[src/rtl/frz_pkg.sv]
package frz_pkg;
   typedef enum logic [1:0] {ST_RUN, ST_DRAIN, ST_FROZEN, ST_THAW} frz_state_e;
   localparam int CTL_FRZ = 0;
   localparam int CTL_RST = 1;
   localparam int CTL_UNF = 2;
   localparam int CTL_W   = 3;
   localparam logic [1:0] SLOT_STAT = 2'd0;
   localparam logic [1:0] SLOT_CTRL = 2'd1;
   localparam logic [1:0] SLOT_ILL  = 2'd2;
   localparam logic [1:0] SLOT_VER  = 2'd3;
endpackage

[src/rtl/frz_fsm.sv]
module frz_fsm
   import frz_pkg::*;
(
   input  logic clk,
   input  logic rst_n,
   input  logic req_frz,
   input  logic req_rst,
   input  logic req_unf,
   input  logic region_idle,
   output logic freeze_o,
   output logic region_rst_o,
   output logic done_frz,
   output logic done_unf
);
   frz_state_e state_q, state_d;

   always_comb begin
      state_d = state_q;
      unique case (state_q)
         ST_RUN:    if (req_frz) state_d = ST_DRAIN;
         ST_DRAIN:  if (!req_frz) state_d = ST_RUN;
                    else if (region_idle) state_d = ST_FROZEN;
         ST_FROZEN: if (req_unf) state_d = ST_THAW;
         ST_THAW:   state_d = ST_RUN;
         default:   state_d = ST_RUN;
      endcase
   end

   always_ff @(posedge clk) begin
      if (!rst_n) state_q <= ST_RUN;
      else        state_q <= state_d;
   end

   assign freeze_o     = (state_q == ST_DRAIN) || (state_q == ST_FROZEN);
   assign region_rst_o = (state_q == ST_FROZEN) && req_rst;
   assign done_frz     = (state_q == ST_FROZEN);
   assign done_unf     = (state_q == ST_RUN) || (state_q == ST_DRAIN);
endmodule

[src/rtl/frz_regs.sv]
module frz_regs
   import frz_pkg::*;
#(
   parameter int ADDR_W = 6,
   parameter int DATA_W = 32,
   parameter logic [DATA_W-1:0] VERSION = 2,
   parameter bit READ_REG = 1'b1
) (
   input  logic              clk,
   input  logic              rst_n,
   input  logic [ADDR_W-1:0] bus_addr,
   input  logic              bus_wr,
   input  logic [DATA_W-1:0] bus_wdata,
   input  logic              bus_rd,
   output logic [DATA_W-1:0] bus_rdata,
   input  logic              done_frz,
   input  logic              done_unf,
   output logic [CTL_W-1:0]  ctrl_o,
   output logic [CTL_W-1:0]  ill_o
);
   localparam int PAD_W = DATA_W - CTL_W;

   logic             hit;
   logic [1:0]       slot;
   logic [CTL_W-1:0] ctrl_q, ill_q, req, bad;
   logic [DATA_W-1:0] mux;
   logic             wr_ctrl, wr_ill, both_clear;

   generate
      if (ADDR_W > 4) begin : g_dec_hi
         assign hit = ~|bus_addr[ADDR_W-1:4];
      end else begin : g_dec_flat
         assign hit = 1'b1;
      end
   endgenerate

   assign slot    = bus_addr[3:2];
   assign wr_ctrl = bus_wr && hit && (slot == SLOT_CTRL);
   assign wr_ill  = bus_wr && hit && (slot == SLOT_ILL);
   assign req     = bus_wdata[CTL_W-1:0];
   assign both_clear = !done_frz && !done_unf;

   always_comb begin
      bad = '0;
      bad[CTL_FRZ] = req[CTL_FRZ] && (req[CTL_UNF] || both_clear);
      bad[CTL_UNF] = req[CTL_UNF] && (req[CTL_FRZ] || both_clear);
      bad[CTL_RST] = req[CTL_RST] && !done_frz;
   end

   always_ff @(posedge clk) begin
      if (!rst_n) begin
         ctrl_q <= '0;
         ill_q  <= '0;
      end else begin
         if (wr_ctrl) begin
            ctrl_q <= req & ~bad;
            ill_q  <= ill_q | bad;
         end else if (wr_ill && bus_wdata[0]) begin
            ill_q  <= '0;
         end
      end
   end

   always_comb begin
      mux = '0;
      if (hit) begin
         unique case (slot)
            SLOT_STAT: mux = {{(DATA_W-2){1'b0}}, done_unf, done_frz};
            SLOT_CTRL: mux = {{PAD_W{1'b0}}, ctrl_q};
            SLOT_ILL:  mux = {{PAD_W{1'b0}}, ill_q};
            SLOT_VER:  mux = VERSION;
            default:   mux = '0;
         endcase
      end
   end

   generate
      if (READ_REG) begin : g_rd_reg
         logic [DATA_W-1:0] rdata_q;
         always_ff @(posedge clk) begin
            if (!rst_n)      rdata_q <= '0;
            else if (bus_rd) rdata_q <= mux;
            else             rdata_q <= '0;
         end
         assign bus_rdata = rdata_q;
      end else begin : g_rd_comb
         assign bus_rdata = bus_rd ? mux : '0;
      end
   endgenerate

   assign ctrl_o = ctrl_q;
   assign ill_o  = ill_q;
endmodule

[src/rtl/frz_bridge_ctl.sv]
module frz_bridge_ctl
   import frz_pkg::*;
#(
   parameter int ADDR_W = 6,
   parameter int DATA_W = 32,
   parameter logic [DATA_W-1:0] VERSION = 2,
   parameter bit READ_REG = 1'b1
) (
   input  logic              clk,
   input  logic              rst_n,
   input  logic [ADDR_W-1:0] bus_addr,
   input  logic              bus_wr,
   input  logic [DATA_W-1:0] bus_wdata,
   input  logic              bus_rd,
   output logic [DATA_W-1:0] bus_rdata,
   input  logic              region_idle,
   output logic              freeze_o,
   output logic              region_rst_o,
   output logic [1:0]        stat_o
);
   generate
      if (ADDR_W < 4) begin : g_bad_addr
         $error("frz_bridge_ctl: ADDR_W must be at least 4");
      end
      if (DATA_W < 32) begin : g_bad_data
         $error("frz_bridge_ctl: DATA_W must be at least 32");
      end
   endgenerate

   logic             done_frz, done_unf;
   logic [CTL_W-1:0] ctrl_vec, ill_vec;

   frz_regs #(
      .ADDR_W(ADDR_W), .DATA_W(DATA_W), .VERSION(VERSION), .READ_REG(READ_REG)
   ) u_regs (
      .clk(clk), .rst_n(rst_n), .bus_addr(bus_addr), .bus_wr(bus_wr),
      .bus_wdata(bus_wdata), .bus_rd(bus_rd), .bus_rdata(bus_rdata),
      .done_frz(done_frz), .done_unf(done_unf),
      .ctrl_o(ctrl_vec), .ill_o(ill_vec)
   );

   frz_fsm u_fsm (
      .clk(clk), .rst_n(rst_n),
      .req_frz(ctrl_vec[CTL_FRZ]), .req_rst(ctrl_vec[CTL_RST]),
      .req_unf(ctrl_vec[CTL_UNF]), .region_idle(region_idle),
      .freeze_o(freeze_o), .region_rst_o(region_rst_o),
      .done_frz(done_frz), .done_unf(done_unf)
   );

   assign stat_o = {done_unf, done_frz};
endmodule

[config.mk]
export PLATFORM = sky130hd
export DESIGN_NAME = frz_bridge_ctl
export DESIGN_NICKNAME = d
export VERILOG_FILES = /design/src/rtl/frz_pkg.sv /design/src/rtl/frz_fsm.sv /design/src/rtl/frz_regs.sv /design/src/rtl/frz_bridge_ctl.sv
export SDC_FILE = /design/constraint.sdc
export NUM_CORES = 1
export LEC_CHECK = 0
export BUFFER_PORTS_ARGS = -buffer_cell sky130_fd_sc_hd__buf_2
export CAP_MARGIN = 30
export CORE_MARGIN = 2
export CORE_UTILIZATION = 36
export CTS_CLUSTER_SIZE = 8
export DETAILED_ROUTE_END_ITERATION = 16
export MAX_ROUTING_LAYER = met4
export PLACE_DENSITY = 0.81
export SLEW_MARGIN = 20
export SYNTH_ARGS = -nofsm -noshare
export SYNTH_HDL_FRONTEND = slang
export SYNTH_SLANG_ARGS = --single-unit
[constraint.sdc]
create_clock -name clk -period 1.4 [get_ports clk]
set_input_delay 0.28 -clock clk [delete_from_list [all_inputs] [get_ports clk]]
set_output_delay 0.28 -clock clk [all_outputs]
set_load 0.005 [all_outputs]
==> summary.md <==
| Metric | Value |
|---|---|
| Layout Nets | between 150 and 200 |
| Non-filler cells, final | approximately 160 |
| Num CTS Buffers | 3 |
| Die area | 2734 um^2 |
| Pre-Repair DR Iteration Count | 4 |
| R2R Path End | u_regs.bus_rdata[1] |
| Core footprint | between 2000 and 2500 um^2 |
| Rows | 17 |
| Clk_skew | ~0.010 ns |
| Final worst slack | -0.05639 ns |
| DP Wirelength | 1186 um |
| GR Util All Layers | 13.83% |
| Max Clk Rate | approximately 0.69 GHz |
| RSZ-0062 raised after global routing | yes |
| Drt drc | 0 |
| Hold Path Stages | 3 |
| Number of DRC markers in iteration 0 | 5 |
| WS Path Type | flop to output port |
| CTS tree | yes |
| Post-synth top area share | approximately 28% |
| Tot Pwr | around 700 uW |
| Maximum VDD drop | around 0.00035 V |
| Mean area per synthesized cell | 8.312 um^2 |
| Worst path arrival time | between 1 and 1.5 ns |
| Post-synthesis cell type count | 29 |
| YS warnings | 0 |
| Via Count | about 680 |
| Hold Worst Slack | about 0.29 ns |
| Mapped cell area | around 840 um^2 |
| Clock Latency Late Sink | approximately 0.26 ns |
| Tmin final | between 1 and 1.5 ns |
| Die height | roughly 52 um |
| Hold path startpoint | bus_wdata[2] |
| Clock sink count | 11 |
| Register bit total from synthesis | 11 |
| Antenna diodes | 0 |
| Hold Crit Class | input pin to flop |
| Max-cap violation count | 0 |
| Initial Util | between 30% and 40% |
| Leak | around 0.46 nW |
| Total grt overflow | 0 |
| R2R depth | 6 |
| I/O pin count | 79 |
| Initial antenna violation count | 0 |
| Setup crit end kind | output port |
| Die width | between 50 and 60 um |
| Total Wirelength | around 1700 um |
| First-pass GRT wire length | 2711 um |
| CP required | 1.12 ns |
| CP startpoint kind | flop |
| Placed cells | between 100 and 150 |
| Share of cells above drive strength 1 | approximately 36% |
| Area Overhead vs Synth | 22.50% |
| Input/output buffers | 18 |
| Worst-path fanout max | 3 |
| Status | complete, but fails checks |
| Hold_buf cts | 0 |
| Period utilization | 104.0% |
| Largest net degree at the start of global routing | 9 |
| Root buf cell | clkbuf_4 |
| Setup violators final | 3 |
| Yosys top cell by area | buf_4 |
| H-tree levels | 1 |
| Sequential area share after synthesis | 26.23% |
| Routed len/inst | 10.71 um |
| Reg2reg setup slack | -0.02 ns |
| Mapped Cells | between 100 and 150 |
| Post-DRT Antenna Nets | 0 |
| Vias per cell | ~4.4 |
| Fillers | around 230 |
| Final Hold Vio Count | 0 |
| Bufs on Longest Clock Path | 2 |
| Clock slew at reported path FFs | approximately 0.070 ns |
| Failing checks | setup timing |
| Placer Congestion | 0.8545 |
| Vias in the first global route | between 500 and 600 |
| WHS Endpoint | u_regs.ctrl_o[2] |
| Final Max Tran Viols | 0 |
| Synth area leaders | buf_4 (28%), dfxtp_1 (26%), ha_1 (6.0%) |
| PD cells | roughly 680 nW/um^2 |
-- placed cells by master (no fill, tap or decap), drive strengths merged, types with 2 or more instances in the layout --
master  netlist  routed
inv           5       5
nand4         4       4
dfxtp        11      11
clkbuf        0       4
a21boi        3       3
nand3b        3       3
nor2          6       6
conb          1      29
nand2b        4       4
ha            4       4
o21ai         4       4
nand3         2       2
nand4b        2       2
nand2         2       2
buf          32      27
mux2i         2       2
nor3b         3       3
a21oi         4       4
-- critical path, cell delays in order, from the launching register on --
cell and delay (ns):
dfxtp_4 0.38, inv_4 0.05, ha_4 0.15, or2_4 0.22
buf_6 0.11
-- worst max-delay path by stage --
stage	slack, ns	to	start	cells past startpoint
finish	-0.06	stat_o[1]	u_fsm.state_q[0]	4
global route	-0.09	stat_o[1]	flop	4
CTS	-0.06	stat_o[1]	u_fsm.state_q[0]	4
detailed placement	0.05	stat_o[1]	u_fsm.state_q[0]	4
global placement	0.09	stat_o[1]	u_fsm.state_q[0]	4
floorplan	0.08	stat_o[1]	u_fsm.state_q[0]	4
-- layout make-up --
type                            instances  area [um^2]  share of cell area [%]
Sequential cell                        11        227.7                   22.14
Tap cell                               28        35.03                   3.406
Clock buffer                            4        26.28                   2.555
Inverter                                5        23.77                   2.311
Multi-Input combinational cell         81        531.8                   51.70
Timing Repair Buffer                   27        183.9                   17.88
-- through the flow --
| step | setup slack [ns] | setup TNS [ns] | area [um^2] | utilization, % |
|---|---|---|---|---|
| finish | -0.05639 | -0.08259 | 1028 | 46.49 |
| floorplan | 0.07739 | 0 | 944.7 | - |
| global route | -0.09491 | -0.2144 | 1028 | 46.49 |
| CTS | -0.05941 | -0.05941 | 1002 | 45.31 |
| global placement | 0.09404 | 0 | 854.6 | 38.63 |
| detailed placement | 0.05277 | 0 | 854.6 | 38.63 |
-- per-layer routing --
metal | global-route usage [%] | part of all wire, % | vias up
li1 | - | - | 336
met1 | 16.46 | 42 | 304
met2 | 21.67 | 49 | 35
met3 | 3.143 | 6.8 | 4
met4 | 7.265 | 1.9 | 0
met5 | - | 0 | -
-- report_power, final --
group	internal (mW)	switching [mW]	total, mW	leakage [nW]
registers	0.318	0.00831	0.326	0.0903
clock network	0.110	0.101	0.211	0.0150
logic	0.0755	0.0872	0.163	0.356
total	0.503	0.196	0.700	0.461
-- registers in the layout (all words and copies together), names as in the netlist, named ones only --
| signal | cells |
|---|---|
| u_regs.ctrl_o | 3 |
| u_fsm.state_q | 1 |
| u_regs.bus_rdata | 3 |
| u_regs.ill_o | 3 |
-- what timing repair did --
item                                    CTS  global route
setup buffers                             7             0
resized for setup                        18             7
pin swaps                                 4             3
endpoints found under the setup margin    4             6
-- kinds of logic after synthesis --
| group | after synthesis | share of synthesized area, % |
|---|---|---|
| AO/OA/AOI/OAI | 14 | 10.73 |
| adder cells (fa/ha/maj) | 4 | 5.961 |
| buffers and inverters | 37 | 30.55 |
| flip-flops | 11 | 26.23 |
| multiplexers | 2 | 2.385 |
| other | 1 | 0.4467 |
| AND/OR/NAND/NOR | 32 | 23.70 |
-- cell usage after synthesis --
cell and instances:
or2_2 1, nor2_1 6, a21oi_1 4, or3_1 1, a31oi_1 1, or3b_4 1, nand4_1 4, buf_2 1
dfxtp_1 11, nand3_1 2, a2bb2oi_1 1, nor3b_2 1, nand2_1 2, o21ai_1 3, nand3b_1 3, nor2b_1 1
nand2b_1 4, a21boi_1 3, nor3_1 1, ha_1 4, nand4b_1 2, a41oi_1 1, inv_1 5, nor3b_1 2
mux2i_1 2, buf_4 31, o21ai_2 1, and2_1 1, conb_1 1
(Power assumes the default switching activity.)
